File: src/rtl/reqrep_pkg.sv
package reqrep_pkg;
  typedef enum logic {
    MSG_RPL = 1'b0,
    MSG_REQ = 1'b1
  } msg_kind_e;
endpackage

File: src/rtl/reqrep_fifo.sv
module reqrep_fifo #(
  parameter int WIDTH = 8,
  parameter int DEPTH = 4
) (
  input  logic             clk_i,
  input  logic             rst_ni,
  input  logic             push_i,
  input  logic [WIDTH-1:0] data_i,
  input  logic             pop_i,
  output logic [WIDTH-1:0] data_o,
  output logic             empty_o,
  output logic             full_o
);
  localparam int PTR_W = (DEPTH > 1) ? $clog2(DEPTH) : 1;
  localparam int CNT_W = $clog2(DEPTH + 1);

  logic [WIDTH-1:0] mem_q [DEPTH];
  logic [PTR_W-1:0] wr_q, rd_q;
  logic [CNT_W-1:0] cnt_q;
  logic             do_push, do_pop;

  assign empty_o = (cnt_q == '0);
  assign full_o  = (cnt_q == CNT_W'(DEPTH));
  assign do_push = push_i && !full_o;
  assign do_pop  = pop_i && !empty_o;
  assign data_o  = mem_q[rd_q];

  function automatic logic [PTR_W-1:0] nxt(input logic [PTR_W-1:0] p);
    return (p == PTR_W'(DEPTH - 1)) ? '0 : p + 1'b1;
  endfunction

  always_ff @(posedge clk_i or negedge rst_ni) begin
    if (!rst_ni) begin
      wr_q  <= '0;
      rd_q  <= '0;
      cnt_q <= '0;
    end else begin
      if (do_push) wr_q <= nxt(wr_q);
      if (do_pop)  rd_q <= nxt(rd_q);
      case ({do_push, do_pop})
        2'b10:   cnt_q <= cnt_q + 1'b1;
        2'b01:   cnt_q <= cnt_q - 1'b1;
        default: cnt_q <= cnt_q;
      endcase
    end
  end

  always_ff @(posedge clk_i) begin
    if (do_push) mem_q[wr_q] <= data_i;
  end
endmodule

File: src/rtl/reqrep_admit.sv
module reqrep_admit
  import reqrep_pkg::*;
#(
  parameter int OUT_DEPTH = 4,
  localparam int RESV_W = $clog2(OUT_DEPTH + 1)
) (
  input  logic              clk_i,
  input  logic              rst_ni,
  input  logic              in_valid_i,
  input  msg_kind_e         in_kind_i,
  input  logic              req_full_i,
  input  logic              rpl_full_i,
  input  logic              nack_full_i,
  input  logic              rsp_sent_i,
  output logic              req_push_o,
  output logic              rpl_push_o,
  output logic              nack_push_o,
  output logic [RESV_W-1:0] resv_cnt_o
);
  logic [RESV_W-1:0] resv_q;
  logic              is_req, slot_free;

  always_comb begin
    is_req      = in_valid_i && (in_kind_i == MSG_REQ);
    slot_free   = resv_q < RESV_W'(OUT_DEPTH);
    req_push_o  = is_req && !req_full_i && slot_free;
    nack_push_o = is_req && !req_push_o && !nack_full_i;
    rpl_push_o  = in_valid_i && (in_kind_i == MSG_RPL) && !rpl_full_i;
  end

  // slot held from acceptance until its response leaves the return port
  always_ff @(posedge clk_i or negedge rst_ni) begin
    if (!rst_ni) begin
      resv_q <= '0;
    end else begin
      case ({req_push_o, rsp_sent_i})
        2'b10:   resv_q <= resv_q + 1'b1;
        2'b01:   resv_q <= resv_q - 1'b1;
        default: resv_q <= resv_q;
      endcase
    end
  end

  assign resv_cnt_o = resv_q;
endmodule

File: src/rtl/reqrep_out_arb.sv
module reqrep_out_arb #(
  parameter int HDR_W  = 10,
  parameter int DATA_W = 16,
  localparam int MSG_W = HDR_W + DATA_W
) (
  input  logic             nack_empty_i,
  input  logic [HDR_W-1:0] nack_hdr_i,
  input  logic             rsp_empty_i,
  input  logic [MSG_W-1:0] rsp_msg_i,
  input  logic             out_ready_i,
  output logic             out_valid_o,
  output logic             out_nack_o,
  output logic [MSG_W-1:0] out_msg_o,
  output logic             nack_pop_o,
  output logic             rsp_pop_o
);
  always_comb begin
    out_nack_o  = !nack_empty_i;
    out_valid_o = !nack_empty_i || !rsp_empty_i;
    nack_pop_o  = out_ready_i && !nack_empty_i;
    rsp_pop_o   = out_ready_i && nack_empty_i && !rsp_empty_i;
    out_msg_o   = out_nack_o ? {nack_hdr_i, {DATA_W{1'b0}}} : rsp_msg_i;
  end
endmodule

File: src/rtl/reqrep_sink.sv
module reqrep_sink
  import reqrep_pkg::*;
#(
  parameter int SRC_W      = 4,
  parameter int TAG_W      = 6,
  parameter int DATA_W     = 16,
  parameter int REQ_DEPTH  = 4,
  parameter int RPL_DEPTH  = 4,
  parameter int OUT_DEPTH  = 4,
  parameter int NACK_DEPTH = 2
) (
  input  logic              clk_i,
  input  logic              rst_ni,
  input  logic              in_valid_i,
  input  logic              in_is_req_i,
  input  logic [SRC_W-1:0]  in_src_i,
  input  logic [TAG_W-1:0]  in_tag_i,
  input  logic [DATA_W-1:0] in_data_i,
  output logic              req_valid_o,
  input  logic              req_ready_i,
  output logic [SRC_W-1:0]  req_src_o,
  output logic [TAG_W-1:0]  req_tag_o,
  output logic [DATA_W-1:0] req_data_o,
  output logic              rpl_valid_o,
  input  logic              rpl_ready_i,
  output logic [SRC_W-1:0]  rpl_src_o,
  output logic [TAG_W-1:0]  rpl_tag_o,
  output logic [DATA_W-1:0] rpl_data_o,
  input  logic              svc_valid_i,
  input  logic [SRC_W-1:0]  svc_dst_i,
  input  logic [TAG_W-1:0]  svc_tag_i,
  input  logic [DATA_W-1:0] svc_data_i,
  output logic              out_valid_o,
  input  logic              out_ready_i,
  output logic              out_nack_o,
  output logic [SRC_W-1:0]  out_dst_o,
  output logic [TAG_W-1:0]  out_tag_o,
  output logic [DATA_W-1:0] out_data_o
);
  localparam int HDR_W  = SRC_W + TAG_W;
  localparam int MSG_W  = HDR_W + DATA_W;
  localparam int RESV_W = $clog2(OUT_DEPTH + 1);

  logic [MSG_W-1:0]  in_msg, req_msg, rpl_msg, svc_msg, rsp_msg, out_msg;
  logic [HDR_W-1:0]  nack_hdr;
  logic              req_push, rpl_push, nack_push;
  logic              req_full, req_empty, rpl_full, rpl_empty;
  logic              nack_full, nack_empty, out_full, out_empty;
  logic              nack_pop, rsp_pop;
  logic [RESV_W-1:0] resv_cnt;
  msg_kind_e         in_kind;

  assign in_msg  = {in_src_i, in_tag_i, in_data_i};
  assign svc_msg = {svc_dst_i, svc_tag_i, svc_data_i};
  assign in_kind = msg_kind_e'(in_is_req_i);

  reqrep_admit #(.OUT_DEPTH(OUT_DEPTH)) u_admit (
    .clk_i       (clk_i),
    .rst_ni      (rst_ni),
    .in_valid_i  (in_valid_i),
    .in_kind_i   (in_kind),
    .req_full_i  (req_full),
    .rpl_full_i  (rpl_full),
    .nack_full_i (nack_full),
    .rsp_sent_i  (rsp_pop),
    .req_push_o  (req_push),
    .rpl_push_o  (rpl_push),
    .nack_push_o (nack_push),
    .resv_cnt_o  (resv_cnt)
  );

  reqrep_fifo #(.WIDTH(MSG_W), .DEPTH(REQ_DEPTH)) u_req_q (
    .clk_i   (clk_i),
    .rst_ni  (rst_ni),
    .push_i  (req_push),
    .data_i  (in_msg),
    .pop_i   (req_ready_i),
    .data_o  (req_msg),
    .empty_o (req_empty),
    .full_o  (req_full)
  );

  reqrep_fifo #(.WIDTH(MSG_W), .DEPTH(RPL_DEPTH)) u_rpl_q (
    .clk_i   (clk_i),
    .rst_ni  (rst_ni),
    .push_i  (rpl_push),
    .data_i  (in_msg),
    .pop_i   (rpl_ready_i),
    .data_o  (rpl_msg),
    .empty_o (rpl_empty),
    .full_o  (rpl_full)
  );

  reqrep_fifo #(.WIDTH(HDR_W), .DEPTH(NACK_DEPTH)) u_nack_q (
    .clk_i   (clk_i),
    .rst_ni  (rst_ni),
    .push_i  (nack_push),
    .data_i  ({in_src_i, in_tag_i}),
    .pop_i   (nack_pop),
    .data_o  (nack_hdr),
    .empty_o (nack_empty),
    .full_o  (nack_full)
  );

  // space guaranteed by the reservation taken at admission
  reqrep_fifo #(.WIDTH(MSG_W), .DEPTH(OUT_DEPTH)) u_out_q (
    .clk_i   (clk_i),
    .rst_ni  (rst_ni),
    .push_i  (svc_valid_i),
    .data_i  (svc_msg),
    .pop_i   (rsp_pop),
    .data_o  (rsp_msg),
    .empty_o (out_empty),
    .full_o  (out_full)
  );

  reqrep_out_arb #(.HDR_W(HDR_W), .DATA_W(DATA_W)) u_arb (
    .nack_empty_i (nack_empty),
    .nack_hdr_i   (nack_hdr),
    .rsp_empty_i  (out_empty),
    .rsp_msg_i    (rsp_msg),
    .out_ready_i  (out_ready_i),
    .out_valid_o  (out_valid_o),
    .out_nack_o   (out_nack_o),
    .out_msg_o    (out_msg),
    .nack_pop_o   (nack_pop),
    .rsp_pop_o    (rsp_pop)
  );

  assign req_valid_o = !req_empty;
  assign {req_src_o, req_tag_o, req_data_o} = req_msg;
  assign rpl_valid_o = !rpl_empty;
  assign {rpl_src_o, rpl_tag_o, rpl_data_o} = rpl_msg;
  assign {out_dst_o, out_tag_o, out_data_o} = out_msg;
endmodule

File: config.mk
export PLATFORM = sky130hd
export DESIGN_NAME = reqrep_sink
export DESIGN_NICKNAME = d
export VERILOG_FILES = /design/src/rtl/reqrep_pkg.sv /design/src/rtl/reqrep_fifo.sv /design/src/rtl/reqrep_admit.sv /design/src/rtl/reqrep_out_arb.sv /design/src/rtl/reqrep_sink.sv
export SDC_FILE = /design/constraint.sdc
export NUM_CORES = 1
export LEC_CHECK = 0
export BUFFER_PORTS_ARGS = -buffer_cell sky130_fd_sc_hd__buf_2
export CAP_MARGIN = 20
export CORE_MARGIN = 2
export CORE_UTILIZATION = 50
export CTS_CLUSTER_SIZE = 28
export DETAILED_ROUTE_END_ITERATION = 12
export PLACE_DENSITY = 0.79
export SYNTH_ARGS = -nofsm -noshare
export SYNTH_HDL_FRONTEND = slang
export SYNTH_SLANG_ARGS = --single-unit
File: constraint.sdc
create_clock -name clk_i -period 3.08 [get_ports clk_i]
set_input_delay 0.616 -clock clk_i [delete_from_list [all_inputs] [get_ports clk_i]]
set_output_delay 0.616 -clock clk_i [all_outputs]
set_load 0.005 [all_outputs]
==> reports/results.tsv <==
stage	metric	value	unit
routing	wire length per cell after detailed routing	20.70	µm
yosys	xor and xnor fraction of the mapped netlist area	1.068	%
clock_network	clock buffers created by TritonCTS	38	
yosys	main flop type after synthesis	edfxtp_1	
grt	global route total overflow	0	
yosys	sequential-to-total area share from yosys stat	76.50	%
routing	met2 routed WL	13.01	mm
grt	via count of the first global-routing pass	6948	
placement	Placed Cells incl. Taps	1166	
timing	headroom to the max-slew limit	55.14	%
clock_network	CTS tree	built	
pwr	switching share of total power	28.20	%
flow_run	# Max-Cap Violations	0	
yosys	basic-gate share of the synthesized area counting and, or, nand and nor cells	2.377	%
clock_network	PostCTS Resize Cnt	0	
yosys	fraction of the mapped netlist area in compound gates	1.265	%
routing	DR pass1 iterations	4	
routing	detailed-route wire length on metal 1	10.23	mm
yosys	syn_area_per_cell	21.49	µm²
floorplanning	area inside the core boundary	27630	µm²
pwr	Pwr Density	920.8	nW/µm²
routing	final routed DRC violation total	0	
floorplanning	vertical die dimension	171.0	µm
yosys	total nets after synthesis	733	
timing	maximum operating frequency	343.9	MHz
finish	post-layout instance area	16400	µm²
floorplanning	io pins	142	
finish	commonest cells after routing, fill and taps aside	332 x edfxtp_1, 141 x buf_2, 68 x mux4_2	
floorplanning	area of the die	29250	µm²
yosys	synthesized flop and latch total	360	
timing	unrepaired setup endpoints after global routing	false	
timing	final hold violation count	0	
worst_setup_path	largest driver fanout on the critical path	17	
placement	Placed Area	15180	µm²
placement	Port Buffers	141	
yosys	synthesized area	13950	µm²
timing	worst-margin pin slew	0.6728	ns
finish	final layout net count	912	
timing	Pins Over Slew Limit	0	
clock_network	clock tree buffer depth	3	
timing	final worst path period share	94.42	%
pwr	clock network fraction of design power	28.7	%
clock_network	hold_buf cts	0	
worst_setup_path	startpoint-to-endpoint class of the critical path	flop to output port	
timing	Fin Hold WS	0.1272	ns
worst_setup_path	data required time of the critical path	2.46	ns
floorplanning	horizontal extent of the die	171.0	µm
pwr	Pleak	5.797	nW
clock_network	clock transition at the registers of the reported paths	0.06	ns
worst_setup_path	signal arrival time at the worst endpoint	2.29	ns
finish	area growth from synthesis to final layout	17.57	%
yosys	count of flip-flops with a built-in enable after synthesis	332	
yosys	Post-Synth Adder-Cell Area	2.368	%
finish	leading cell type in the layout, fill and taps excluded	edfxtp_1	
worst_setup_path	kind of capture point of the worst setup path	output port	
yosys	cells after synthesis	649	
pwr	Final Power	15.10	mW
placement	routability congestion estimate from global placement	0.7429	
clock_network	H-tree depth reported by CTS	2	
pwr	internal power of the cells	10.84	mW
routing	metal3 WL	1.960	mm
clock_network	Clock Tree Root	clkbuf_16	
clock_network	number of post-CTS setup repair buffers	0	
routing	uppermost routed layer	met4	
routing	via-per-instance ratio	5.334	
pwr	Net Sw Power	4.258	mW
finish	layout filler cell count	1980	
grt	initial antenna violation count	5	
pwr	worst vdd rail ir drop	484.5	µV
clock_network	number of clock sinks	360	
yosys	multiplexer fraction of the synthesized cell area	14.48	%
finish	fraction of layout instances using a drive strength above 1	37.97	%
clock_network	clock insertion delay at the later pin of the skew report	0.52	ns
pwr	part of the power in registers	43.7	%
finish	count of placed standard cells in the final layout, fillers left out	1240	
grt	pin count of the biggest net entering global routing	40	
timing	Total Neg Setup Slack	0	ns
routing	wire length reported by the detailed router	25.67	mm
timing	Period minus WS final	2.908	ns
status	outcome	finished clean	
min_path	class of the tightest hold or removal check	primary input to asynchronous set/reset pin	
placement	detailed-placement wirelength estimate	16.01	mm
timing	final setup violating endpoints	0	
grt	wire length of the first global-routing pass	39.30	mm
pwr	Gate power share	27.5	%
floorplanning	Starting Density	50.48	%
worst_setup_path	crit start category	flop	
grt	global router's overall resource usage	18.03	%
routing	total number of vias	6614	
routing	violation count after the first detailed-route iteration	402	
timing	setup clock skew after layout	0.02077	ns
yosys	warnings from Yosys	0	
yosys	Distinct cells, synth	32	
routing	count of antenna-violating nets left after detailed routing	0	
yosys	main combinational cell family by area after synthesis	multiplexers	
yosys	share of flip-flops with an asynchronous set or reset	7.778	%
floorplanning	row cnt	61	
==> registers in the layout, summed over array words and instances (netlist names) <==
name	count
u_out_q.mem_q	104
u_req_q.mem_q	104
u_rpl_q.mem_q	104
u_nack_q.mem_q	20
u_admit.resv_cnt_o	3
u_out_q.cnt_q	3
u_req_q.cnt_q	3
u_rpl_q.cnt_q	3
u_nack_q.cnt_q	2
u_out_q.rd_q	2
u_out_q.wr_q	2
u_req_q.rd_q	2
u_req_q.wr_q	2
u_rpl_q.rd_q	2
u_rpl_q.wr_q	2
u_nack_q.rd_q	1
u_nack_q.wr_q	1
==> synthesized netlist by cell type, drive strengths merged (2+ instances only) <==
cell	count	area (µm²)
nor2	14	52.55
edfxtp	332	9970
o22ai	10	62.56
nand2	5	18.77
ha	20	250.2
mux2	32	367.9
a31oi	11	68.82
mux4	68	1531
fa	4	80.08
and2	29	181.4
clkbuf	2	7.510
inv	28	105.1
mux2i	12	120.1
xnor2	7	61.31
or3	4	30.03
buf	23	157.6
and3	2	18.77
o21ai	2	10.01
xor2	10	87.58
dfrtp	28	700.7
==> path summary, 6_finish.rpt <==
kind,start,endpoint,slack [ns],cells after the start
max in group asynchronous,rst_ni,u_out_q.rd_q[0],2.47,1
worst max-delay path,u_rpl_q.rd_q[0],rpl_tag_o[0],0.17,3
worst min-delay path,rst_ni,u_req_q.rd_q[1],0.13,1
worst max register to register,u_req_q.cnt_q[0],u_admit.resv_cnt_o[2],1.00,9
min in group clk_i,svc_data_i[7],u_out_q.mem_q[1][7],0.31,1
worst min register to register,u_admit.resv_cnt_o[0],u_admit.resv_cnt_o[0],0.48,1
==> through the flow <==
stage,setup WS [ns],utilization (%)
detailed placement,0.6907,54.93
global route,0.06571,59.32
global placement,0.7240,54.93
finish,0.1720,59.35
floorplan,0.9472,-
CTS,0.1284,59.30
==> logic make-up after synthesis <==
family	count (synthesis)
flops	360
compound gates	25
mux	112
simple gates	58
xor+xnor	17
fa+ha+maj	24
buf+inv	53
==> worst max-delay path, stage by stage, from the launching register on <==
cell     delay (ns)
dfrtp_2        0.70
buf_4          0.33
mux4_2         0.55
buf_2          0.17
==> routing by layer <==
layer | vias to the layer above | GRT usage, %
met5 | - | 0
met4 | 0 | 4.937
met3 | 35 | 5.089
met2 | 197 | 31.15
met1 | 3414 | 22.41
li1 | 2968 | -
==> power by group through the flow <==
stage / logic, mW / registers, mW / clock network, mW
final: 4.16 / 6.60 / 4.34
after global placement: 4.12 / 6.66 / 0
after global routing: 4.58 / 6.67 / 4.64
after detailed placement: 4.23 / 6.70 / 0
after CTS: 4.26 / 6.61 / 4.43
after floorplan: 2.93 / 6.45 / 0
==> final cells by class <==
| class | instances | area [µm²] | area share, % |
|---|---|---|---|
| Timing Repair Buffer | 164 | 915.9 | 5.585 |
| Clock inverter | 22 | 203.9 | 1.244 |
| Tap cell | 378 | 473.0 | 2.884 |
| Sequential cell | 360 | 10670 | 65.09 |
| Clock buffer | 46 | 1002 | 6.112 |
| Antenna cell | 6 | 15.01 | 0.09156 |
| Inverter | 28 | 105.1 | 0.6409 |
| Multi-Input combinational cell | 236 | 3009 | 18.35 |
(Power assumes the default switching activity.)
